`config.mk`:
```
export PLATFORM = sky130hd
export DESIGN_NAME = pwm_dt
export DESIGN_NICKNAME = d
export VERILOG_FILES = /design/src/rtl/pwm_dt_pkg.sv /design/src/rtl/pwm_dt_prescale.sv /design/src/rtl/pwm_dt_cnt.sv /design/src/rtl/pwm_dt_out.sv /design/src/rtl/pwm_dt.sv
export SDC_FILE = /design/constraint.sdc
export NUM_CORES = 1
export LEC_CHECK = 0
export ABC_AREA = 1
export BUFFER_PORTS_ARGS = -buffer_cell sky130_fd_sc_hd__buf_2
export CAP_MARGIN = 20
export CORE_ASPECT_RATIO = 0.7
export CORE_MARGIN = 2
export CORE_UTILIZATION = 40
export DETAILED_ROUTE_END_ITERATION = 16
export GPL_ROUTABILITY_DRIVEN = 1
export PLACE_DENSITY = 0.72
export SLEW_MARGIN = 20
export SYNTH_ARGS = -nofsm -noshare
export SYNTH_HDL_FRONTEND = slang
export SYNTH_SLANG_ARGS = --single-unit
```
`constraint.sdc`:
```
create_clock -name clk_i -period 1.6 [get_ports clk_i]
set_clock_uncertainty 0.05 [all_clocks]
set_input_delay 0.08 -clock clk_i [delete_from_list [all_inputs] [get_ports clk_i]]
set_output_delay 0.08 -clock clk_i [all_outputs]
set_load 0.1 [all_outputs]
```
`src/rtl/pwm_dt_pkg.sv`:
```
package pwm_dt_pkg;
  localparam int unsigned PWM_PER_W_DEF = 10;
  localparam int unsigned PWM_DT_W_DEF  = 4;
  localparam int unsigned PWM_DIV_DEF   = 12;
endpackage

```
`src/rtl/pwm_dt_prescale.sv`:
```
module pwm_dt_prescale #(
  parameter int unsigned DIV = 12
) (
  input  logic clk_i,
  input  logic rst_ni,
  output logic tick_o
);
  generate
    if (DIV <= 1) begin : g_bypass
      assign tick_o = 1'b1;
    end else begin : g_div
      localparam int unsigned CW = $clog2(DIV);
      logic [CW-1:0] cnt_q;
      assign tick_o = (cnt_q == CW'(DIV - 1));
      always_ff @(posedge clk_i or negedge rst_ni) begin
        if (!rst_ni)     cnt_q <= '0;
        else if (tick_o) cnt_q <= '0;
        else             cnt_q <= cnt_q + 1'b1;
      end
    end
  endgenerate
endmodule

```
`src/rtl/pwm_dt_cnt.sv`:
```
module pwm_dt_cnt #(
  parameter int unsigned PER_W = 10,
  parameter int unsigned DT_W  = 4
) (
  input  logic             clk_i,
  input  logic             rst_ni,
  input  logic             tick_i,
  input  logic [PER_W-1:0] period_i,
  input  logic [PER_W-1:0] duty_i,
  input  logic [DT_W-1:0]  dead_i,
  output logic [PER_W-1:0] per_o,
  output logic [PER_W-1:0] duty_o,
  output logic [DT_W-1:0]  dead_o,
  output logic [DT_W-1:0]  dead_sh_o
);
  logic [PER_W-1:0] per_q, duty_q;
  logic [DT_W-1:0]  dead_q, dead_sh_q;
  logic             reload;

  assign reload = (per_q == '0);

  // zero-reset makes the first tick a reload
  always_ff @(posedge clk_i or negedge rst_ni) begin
    if (!rst_ni) begin
      per_q     <= '0;
      duty_q    <= '0;
      dead_q    <= '0;
      dead_sh_q <= '0;
    end else if (tick_i) begin
      if (reload) begin
        per_q     <= period_i;
        duty_q    <= duty_i;
        dead_q    <= dead_i;
        dead_sh_q <= dead_i;
      end else begin
        per_q <= per_q - 1'b1;
        // dead-time count starts only once duty has expired
        if (duty_q != '0)      duty_q <= duty_q - 1'b1;
        else if (dead_q != '0) dead_q <= dead_q - 1'b1;
      end
    end
  end

  assign per_o     = per_q;
  assign duty_o    = duty_q;
  assign dead_o    = dead_q;
  assign dead_sh_o = dead_sh_q;
endmodule

```
`src/rtl/pwm_dt_out.sv`:
```
module pwm_dt_out #(
  parameter int unsigned PER_W = 10,
  parameter int unsigned DT_W  = 4
) (
  input  logic             clk_i,
  input  logic             rst_ni,
  input  logic [PER_W-1:0] per_i,
  input  logic [PER_W-1:0] duty_i,
  input  logic [DT_W-1:0]  dead_i,
  input  logic [DT_W-1:0]  dead_sh_i,
  output logic             hi_o,
  output logic             lo_o
);
  logic hi_d, lo_d, hi_q, lo_q;

  assign hi_d = (duty_i != '0);
  assign lo_d = (duty_i == '0) && (dead_i == '0) && (per_i > PER_W'(dead_sh_i));

  always_ff @(posedge clk_i or negedge rst_ni) begin
    if (!rst_ni) begin
      hi_q <= 1'b0;
      lo_q <= 1'b0;
    end else begin
      hi_q <= hi_d;
      lo_q <= lo_d;
    end
  end

  assign hi_o = hi_q;
  assign lo_o = lo_q;
endmodule

```
`src/rtl/pwm_dt.sv`:
```
module pwm_dt
  import pwm_dt_pkg::*;
#(
  parameter int unsigned PER_W    = PWM_PER_W_DEF,
  parameter int unsigned DT_W     = PWM_DT_W_DEF,
  parameter int unsigned TICK_DIV = PWM_DIV_DEF
) (
  input  logic             clk_i,
  input  logic             rst_ni,
  input  logic [PER_W-1:0] period_i,
  input  logic [PER_W-1:0] duty_i,
  input  logic [DT_W-1:0]  dead_i,
  output logic             pwm_hi_o,
  output logic             pwm_lo_o
);
  logic             tick;
  logic [PER_W-1:0] per_q, duty_q;
  logic [DT_W-1:0]  dead_q, dead_sh_q;

  pwm_dt_prescale #(.DIV(TICK_DIV)) i_prescale (
    .clk_i  (clk_i),
    .rst_ni (rst_ni),
    .tick_o (tick)
  );

  pwm_dt_cnt #(.PER_W(PER_W), .DT_W(DT_W)) i_cnt (
    .clk_i     (clk_i),
    .rst_ni    (rst_ni),
    .tick_i    (tick),
    .period_i  (period_i),
    .duty_i    (duty_i),
    .dead_i    (dead_i),
    .per_o     (per_q),
    .duty_o    (duty_q),
    .dead_o    (dead_q),
    .dead_sh_o (dead_sh_q)
  );

  pwm_dt_out #(.PER_W(PER_W), .DT_W(DT_W)) i_out (
    .clk_i     (clk_i),
    .rst_ni    (rst_ni),
    .per_i     (per_q),
    .duty_i    (duty_q),
    .dead_i    (dead_q),
    .dead_sh_i (dead_sh_q),
    .hi_o      (pwm_hi_o),
    .lo_o      (pwm_lo_o)
  );
endmodule

```
==> impl_metrics.toml, run 1 <==
[power_and_ir_drop]
p_total_w = 0.00161
power.switching_w = 0.000376
ir_drop_v = 0.000267
power_leakage_nw = 1.42
power.share.combinational_pct = 3.6
switching_share_pct = 23.3
p_per_area_mw_per_mm2 = 556
power.share.clock_pct = 43.1
pwr-share-seq_pct = 53.3
p_int_w = 0.00124

[route]
remaining_drc_errors = 0
dr.pass1.iters = 4
avgRoutedWirePerCell_um = 12.6
vias_per_cell = 4.89
top_layer_used = "met4"
dr_wl_met2_um = 2490
postRouteWirelength_um = 5460
vias = 2126
wl_met1_um = 2630
ant_nets = 0
wl_met3_um = 264
drt_iter0_markers = 78

[timing]
rsz0062_at_grt = "yes"
tightestPinTransition_ns = 0.487
finalCritPeriodShare_pct = 98.7
max_slew_margin_pct = 67.8
slew_viol_final = 0
fmax_ghz = 0.633
setup-violations-final = 0
whs_ns = 0.00964
hold_viol_final = 0
fin_crit_ns = 1.58

[grt]
grt_remaining_overflow = 0
antenna_found_initial = 0
grt_pass1_wl_um = 9020
grt_max_degree = 19
grt_pass1_vias = 2047
grt_use_total_pct = 18.7

[logic_synthesis]
yosys-top-cells-count = "nand2_1 (100), dfrtp_1 (34), inv_1 (34), o21ai_0 (28), nand3_1 (27)"
syn_avg_cell_area_sq_um = 7.43
ys_seq_area_share_pct = 37.7
synth-seq-cells = 34
synth_area_leaders = "dfrtp_1 (38%), nand2_1 (17%), o21ai_0 (6.2%), nand3_1 (6.0%), inv_1 (5.7%)"
synth_top_cell_area_share_pct = 37.7
synthCells = 304
synthArstFlopShare_pct = 100
synth_edf_count = 0
syn_area_sq_mm = 0.00226
synth_area_leader_cell = "dfrtp_1"
syn_nets = 339
ys.warnings.count = 0
synth_most_common_cell = "nand2_1"
synth.distinct_cells = 35
synth-main-ff-cell = "dfrtp_1"

[critical_path]
critPathArrivalTime_ns = 1.71
crit_path_end = "i_cnt.duty_o[2]"
critical_path_class = "reg -> reg"
cp.depth = 9
crit_buf_inv = 1
r2r_slack_ns = 0.02
crit_required_ns = 1.73
rr_endpoint = "i_cnt.duty_o[2]"
crit_start = "i_cnt.duty_o[1]"
critPathMostFrequentCell = "nor2_4"
cp_cell_sequence = "inv_2 -> ha_4 -> nand2_4 -> nor2_4 -> nand3_4 -> nor2_4 -> nor2_8 -> nand2_1 -> o21ai_1"
r2r_cells = 9
r2r-start = "i_cnt.duty_o[1]"
critPathMaxStageDelay_ns = 0.39
crit_family = "simple AND/OR/NAND/NOR gates"
cp-start-kind = "flop"
crit_fanout = 7
cp_slowest_cell = "dfrtp_1"
end_kind = "flop"

[cts]
htreeDepth = 2
clock-root-buffer = "clkbuf_8"
cts_tree = "done"
clockBufferDepth = 2
clkTransAtPathRegs_ns = 0.08
numCtsBuffers = 5
clk_latency_ns = 0.30
cts.sinks = 34

[placed_design]
hpwl_um = 3820
io_buffers = 27
gp_congestion = 0.827

[worst_hold_path]
holdCritPathClass = "in -> reg"
min_path_cells = 3

[layout]
syn_to_final_growth_pct = 28.3
final_util_pct = 54.2
num_antenna_cells = 0
layout-drive-gt1-share_pct = 29.8
fin_nets = 397

[die]
die-area_sq_mm = 0.00627
core_area_sq_mm = 0.00534
die_w_um = 93.8
ios = 28
start_util_pct = 42.3
fp.dieH_um = 66.9
rows = 22

[status]
status = "finished clean"

[job]
maxCapViolations = 0
==> layout by cell type, fill, tap and decap left out, drive strengths merged, types with 3 or more instances in the layout <==
master and n:
buf 55, clkbuf 6, dfrtp 34, dlygate4sd3 3
ha 9, inv 37, nand2 103, nand3 31
nor2 26, o21ai 36, or2 4, xnor2 4
==> sequential cells by signal (all words and copies together) (netlist names) <==
signal / count
i_out.hi_o: 1
i_cnt.dead_sh_o: 4
i_prescale.g_div.cnt_q: 4
i_cnt.dead_o: 4
i_out.lo_o: 1
i_cnt.per_o: 10
i_cnt.duty_o: 10
==> final cells by class <==
class	instances	area, sq um
flip-flops and latches	34	852
clock inverters	2	12.5
multi-input cells	226	1310
clock buffers	6	82.6
fillers	512	2440
repair buffers	58	415
inverters	37	139
well taps	72	90.1
==> power by group through the flow <==
stage | Sequential [W] | Combinational, W | Clock [W]
floorplan | 0.000876 | 0.0000000311 | 0
global placement | 0.000876 | 0.0000545 | 0
detailed placement | 0.000876 | 0.0000546 | 0
CTS | 0.000858 | 0.0000608 | 0.000711
global route | 0.000858 | 0.0000658 | 0.000759
finish | 0.000859 | 0.0000586 | 0.000694
==> worst register-to-register path: cells and delay by family (launching register included) <==
| kind | cells | cell delay (ns) |
|---|---|---|
| AOI/OAI and AO/OA | 1 | 0.06 |
| and+or+nand+nor | 6 | 0.73 |
| DFF | 1 | 0.39 |
| buffers and inverters | 1 | 0.09 |
| adders and majority gates | 1 | 0.15 |
==> timing repair <==
item                       in CTS  in global routing
hold endpoints to repair       19                  0
setup endpoints to repair      23                 29
pin swaps                       3                 12
hold buffers                    3                  0
gates cloned                    1                  1
resized for setup              10                 26
setup buffers                   2                  8
==> logic make-up after synthesis <==
kind of cell	Yosys count	share of synthesized area, %
adders and majority gates	9	4.99
AOI/OAI and AO/OA	44	11.2
and+or+nand+nor	165	34.3
buffers and inverters	46	9.47
xor gates and xnor gates	6	2.33
DFF	34	37.7
==> worst min path at each step <==
stage                     slack, ns  startpoint                   endpoint
final                          0.01   dead_i[1]         i_cnt.dead_sh_o[1]
after global routing           0.03   dead_i[0]         i_cnt.dead_sh_o[0]
after CTS                     0.006   dead_i[1]         i_cnt.dead_sh_o[1]
after detailed placement      0.006      rst_ni  i_prescale.g_div.cnt_q[0]
after global placement        0.003      rst_ni             i_cnt.per_o[9]
after floorplan               -0.27      rst_ni            i_cnt.dead_o[0]
==> per-layer routing <==
| metal | track usage [%] | vias up |
|---|---|---|
| met4 | 5.43 | 0 |
| li1 | - | 1086 |
| met1 | 24.5 | 989 |
| met5 | 0 | - |
| met3 | 5.77 | 9 |
| met2 | 29.9 | 42 |
==> per-stage QoR <==
stage	std cells	cell area, sq um	TNS [ns]	setup WS, ns
after floorplan	304	2260	0	0.0239
after global placement	412	2570	-0.366	-0.0542
after detailed placement	412	2570	-1.56	-0.144
after CTS	426	2760	0	0.0101
after global routing	435	2900	-0.606	-0.0625
final	435	2900	0	0.0209
Note: power is estimated with default switching activity, not from simulation.
==> run 2: changes to the inputs <==
- ABC_AREA: 1 -> 0
==> impl_metrics.toml, run 2 <==
[status]
status = "finished, violations left"
violations = "hold timing, setup timing"

[die]
rows = 21
die_w_um = 88.4
core_area_sq_mm = 0.00478
ios = 28
die-area_sq_mm = 0.00557
start_util_pct = 41.7
fp.dieH_um = 63.1

[route]
ant_nets = 0
postRouteWirelength_um = 6570
drt_iter0_markers = 71
remaining_drc_errors = 0
vias = 2142
dr.pass1.iters = 5
avgRoutedWirePerCell_um = 16.3
vias_per_cell = 5.30

[grt]
grt_pass1_vias = 2116
grt_pass1_wl_um = 9880
antenna_found_initial = 0
grt_remaining_overflow = 0
grt_use_total_pct = 22.9
grt_max_degree = 35

[power_and_ir_drop]
p_per_area_mw_per_mm2 = 540
p_total_w = 0.00186
ir_drop_v = 0.000447
power_leakage_nw = 1.49

[critical_path]
end_kind = "flop"
critical_path_class = "reg -> reg"
critPathArrivalTime_ns = 2.18
crit_required_ns = 1.77
cp-start-kind = "flop"
crit_fanout = 3

[layout]
syn_to_final_growth_pct = 72.6
mostFrequentLayoutCells = "buf_4 (65), dfrtp_1 (33), buf_2 (27)"
layout_commonest_cell = "buf_4"
num_antenna_cells = 0
final_util_pct = 71.9
fin_nets = 369
layout-drive-gt1-share_pct = 55.2

[timing]
slew_viol_final = 0
hold_viol_final = 1
fin_crit_ns = 2.01
fmax_ghz = 0.497
rsz0062_at_grt = "yes"
tightestPinTransition_ns = 0.490
finalCritPeriodShare_pct = 126
whs_ns = -0.000419
max_slew_margin_pct = 67.6
setup_ws_ns = -0.413
setup-violations-final = 29

[worst_hold_path]
holdCritPathClass = "in -> reg"

[logic_synthesis]
synthCells = 214
syn_area_sq_mm = 0.00199
ys.warnings.count = 0
synth_top_cell_area_share_pct = 42.7
ys_seq_area_share_pct = 42.7
yosys-top-cells-count = "dfrtp_1 (34), nor2_1 (23), o21ai_0 (21), nand2_1 (17), a21oi_1 (11)"
syn_nets = 249
synthAdderAreaFrac_pct = 5.65
synth_area_leaders = "dfrtp_1 (43%), ha_1 (5.6%), o21ai_0 (5.3%), nor2_1 (4.3%), nand2_1 (3.2%)"
synth_edf_count = 0
synthArstFlopShare_pct = 100
synth-seq-cells = 34
synth_compound_area_share_pct = 21.0
synth-main-ff-cell = "dfrtp_1"
syn_avg_cell_area_sq_um = 9.31
synth_most_common_cell = "dfrtp_1"
synth-simple-area-share_pct = 23.0
synthMuxAreaShare_pct = 2.82
synthXorXnorAreaFrac_pct = 0.879
synth.distinct_cells = 45
synth_top_family_by_area = "simple AND/OR/NAND/NOR gates"
synth_area_leader_cell = "dfrtp_1"

[placed_design]
gp_congestion = 0.856
io_buffers = 27
hpwl_um = 3750

[cts]
clockBufferDepth = 2
numCtsBuffers = 5
clkTransAtPathRegs_ns = 0.07
cts.sinks = 34
clk_latency_ns = 0.30
cts_tree = "done"
htreeDepth = 2
clock-root-buffer = "clkbuf_8"

[job]
maxCapViolations = 0
run 2: cell types whose count changed after synthesis, moves of 4 or more:
cell and delta:
nand2_1 -83, o21ai_2 -4, mux2_2 +5, nor4_1 +7, inv_1 -24, nor2_4 -6, nor3_1 +8, a21oi_1 +9
nand3_1 -25, o21ai_1 -4, nor2_1 +6, a32oi_1 +5, a2bb2oi_1 +4, o21ai_0 -7
run 2: cell families (layout without fill, tap and decap cells):
logic type | count (synthesis) | after routing
adder cells (fa/ha/maj) | 9 | 9
XOR/XNOR | 2 | 2
buffers and inverters | 19 | 140
AO/OA/AOI/OAI | 65 | 65
multiplexers | 5 | 5
flip-flops | 34 | 34
AND/OR/NAND/NOR | 80 | 80
run 2: cell type report:
| cell class | instances | area [sq um] |
|---|---|---|
| inverters | 10 | 40.0 |
| clock buffers | 7 | 86.3 |
| well taps | 69 | 86.3 |
| multi-input cells | 161 | 1370 |
| flip-flops and latches | 34 | 852 |
| fillers | 348 | 1340 |
| clock inverters | 1 | 30.0 |
| repair buffers | 122 | 971 |
run 2: power by group:
group          internal, W  switching [W]  leakage (nW)  total [W]
Clock             0.000508       0.000333        0.0585   0.000841
Combinational    0.0000704      0.0000651          1.07   0.000136
Sequential        0.000871     0.00000978         0.371   0.000881
run 2: critical path, cell delays in order (launching register included):
cell and delay, ns:
dfrtp_1 0.39, inv_2 0.08, ha_4 0.13, or4b_4 0.51, nor4b_4 0.30, buf_4 0.18, and2_4 0.14, a32oi_1 0.05
o21ai_1 0.10
run 2: timing repair:
| action | in CTS | in global routing |
|---|---|---|
| gates cloned | 1 | 0 |
| resized for setup | 59 | 32 |
| hold buffers | 9 | 0 |
| setup endpoints to repair | 30 | 30 |
| pin swaps | 26 | 22 |
| buffers inserted | 16 | 9 |
| endpoints found under the hold margin | 42 | 0 |
run 2: routing by layer:
layer	vias up	track usage, %	part of all wire [%]	wire length, um
li1	1045	-	-	-
met2	40	37.7	51	3340
met1	1044	29.4	45	2930
met4	0	8.14	1.8	116
met5	-	0	0	0
met3	13	4.98	3.0	194
run 2: through the flow:
stage / cells / setup slack [ns] / hold WS (ns) / TNS (ns) / cell area, sq um
after global placement: 363 / -0.296 / 0.0859 / -6.44 / 2720
after floorplan: 214 / -0.266 / -0.266 / -4.30 / 2090
final: 404 / -0.413 / -0.000419 / -7.74 / 3440
after detailed placement: 363 / -0.372 / 0.0919 / -7.31 / 2720
after global routing: 404 / -0.503 / 0.0130 / -9.57 / 3440
after CTS: 397 / -0.367 / 0.00226 / -6.84 / 3280
run 2: final timing paths:
| check | endpoint | from | cells after the start | slack, ns |
|---|---|---|---|---|
| max | i_cnt.dead_o[1] | i_cnt.duty_o[1] | 8 | -0.41 |
| min | i_cnt.duty_o[9] | duty_i[9] | 3 | -0.0004 |
| max reg2reg | i_cnt.dead_o[1] | i_cnt.duty_o[1] | 8 | -0.41 |
| min reg2reg | i_prescale.g_div.cnt_q[1] | i_prescale.g_div.cnt_q[1] | 1 | 0.45 |
| max in group asynchronous | i_cnt.per_o[2] | rst_ni | 3 | 0.88 |
| min in group asynchronous | i_out.hi_o | rst_ni | 3 | 0.30 |
==> run 3: changes to the inputs <==
- ABC_AREA: 0 -> 1
- TNS_END_PERCENT: not set -> 1
==> impl_metrics.toml, run 3 (synthesis gave the netlist of run 1 again) <==
[timing]
tightestPinTransition_ns = 0.487
hold_viol_final = 0
fmax_ghz = 0.606
fin_crit_ns = 1.65
finalCritPeriodShare_pct = 103
rsz0062_at_grt = "yes"
slew_viol_final = 0
setup_ws_ns = -0.0489
setup-violations-final = 7
max_slew_margin_pct = 67.8

[grt]
grt_remaining_overflow = 0
grt_pass1_wl_um = 8810
antenna_found_initial = 0
grt_pass1_vias = 2018
grt_use_total_pct = 18.3
grt_max_degree = 28

[route]
postRouteWirelength_um = 5470
remaining_drc_errors = 0
drt_iter0_markers = 79
avgRoutedWirePerCell_um = 12.7
vias = 2102
ant_nets = 0
vias_per_cell = 4.87
dr.pass1.iters = 4

[layout]
fin_nets = 394
layout-drive-gt1-share_pct = 29.7
mostFrequentLayoutCells = "nand2_1 (94), dfrtp_1 (33), inv_1 (28)"
layout_commonest_cell = "nand2_1"
num_antenna_cells = 0
syn_to_final_growth_pct = 28.2
n_fill_cell = 510
design_area_sq_mm = 0.00290

[power_and_ir_drop]
power.share.combinational_pct = 3.6
ir_drop_v = 0.000267
power.switching_w = 0.000379
power.share.clock_pct = 43.2
power_leakage_nw = 1.41
switching_share_pct = 23.5
pwr-share-seq_pct = 53.2
p_per_area_mw_per_mm2 = 557
p_int_w = 0.00124

[die]
rows = 22
start_util_pct = 42.3
die_w_um = 93.8
fp.dieH_um = 66.9
die-area_sq_mm = 0.00627
core_area_sq_mm = 0.00534
ios = 28

[critical_path]
crit_fanout = 7
critical_path_class = "reg -> reg"
critPathArrivalTime_ns = 1.85
crit_required_ns = 1.80
r2r_slack_ns = -0.05
cp-start-kind = "flop"
end_kind = "flop"

[cts]
numCtsBuffers = 5
clockBufferDepth = 2
clkTransAtPathRegs_ns = 0.08
cts.sinks = 34
htreeDepth = 2
clk_latency_ns = 0.30
clock-root-buffer = "clkbuf_8"
cts_tree = "done"

[job]
maxCapViolations = 0

[status]
status = "finished, violations left"
violations = "setup timing"

[placed_design]
hpwl_um = 3820
gp_congestion = 0.827
io_buffers = 27
dpl_worst_slack_ns = -0.144
placed_area_sq_mm = 0.00257

[worst_hold_path]
holdCritPathClass = "in -> reg"
==> run 3: critical path, stage by stage (launching register included) <==
cell and delay [ns]:
dfrtp_1 0.39, inv_2 0.09, ha_4 0.16, nand3_4 0.10, nor2_4 0.27, nor2_4 0.12
nor2_4 0.25, nand3_2 0.10, nand2_1 0.06
==> run 3: timing repair <==
action / 4_1_cts / 5_1_grt
pin swaps: 3 / 12
endpoints found under the setup margin: 23 / 27
cloned: 0 / 2
hold buffers: 3 / 0
endpoints found under the hold margin: 19 / 0
setup buffers: 2 / 5
gates resized for setup: 6 / 32
==> run 3: cell type report <==
cell class	count	area, sq um	area share [%]
clock buffers	6	82.6	2.85
multi-input cells	225	1300	44.9
clock inverters	2	12.5	0.432
inverters	37	139	4.80
repair buffers	56	418	14.4
flip-flops and latches	34	852	29.4
well taps	72	90.1	3.11
==> run 3: worst paths after layout <==
path,start,end,cells after the start
worst max-delay path,i_cnt.per_o[1],i_cnt.duty_o[9],8
worst min-delay path,dead_i[1],i_cnt.dead_sh_o[1],3
worst max register to register,i_cnt.per_o[1],i_cnt.duty_o[9],8
worst min register to register,i_cnt.dead_sh_o[1],i_cnt.dead_sh_o[1],2
max in group asynchronous,rst_ni,i_cnt.duty_o[8],3
min in group asynchronous,rst_ni,i_prescale.g_div.cnt_q[0],2
==> run 3: through the flow <==
step	total power (W)	utilization, %	instances	setup TNS [ns]	hold slack [ns]
CTS	0.00163	51.2	425	-0.0437	0.00607
floorplan	0.000876	-	304	0	-0.266
global route	0.00168	54.2	432	-1.59	0.0286
detailed placement	0.000930	48.1	412	-1.56	0.00601
finish	0.00161	54.2	432	-0.225	0.00647
global placement	0.000930	48.1	412	-0.366	0.00291
==> run 3: power groups by stage <==
stage | Sequential, W | Clock [W] | Combinational (W)
after floorplan | 0.000876 | 0 | 0.0000000311
after global placement | 0.000876 | 0 | 0.0000545
after detailed placement | 0.000876 | 0 | 0.0000546
after CTS | 0.000858 | 0.000711 | 0.0000608
after global routing | 0.000858 | 0.000758 | 0.0000658
final | 0.000859 | 0.000696 | 0.0000587
==> run 3: routing by layer <==
| metal | vias up | GRT usage, % | wire length [um] |
|---|---|---|---|
| li1 | 1081 | - | - |
| met1 | 976 | 24.1 | 2660 |
| met2 | 38 | 29.2 | 2500 |
| met3 | 7 | 5.43 | 259 |
| met4 | 0 | 5.25 | 58 |
| met5 | - | 0 | 0 |
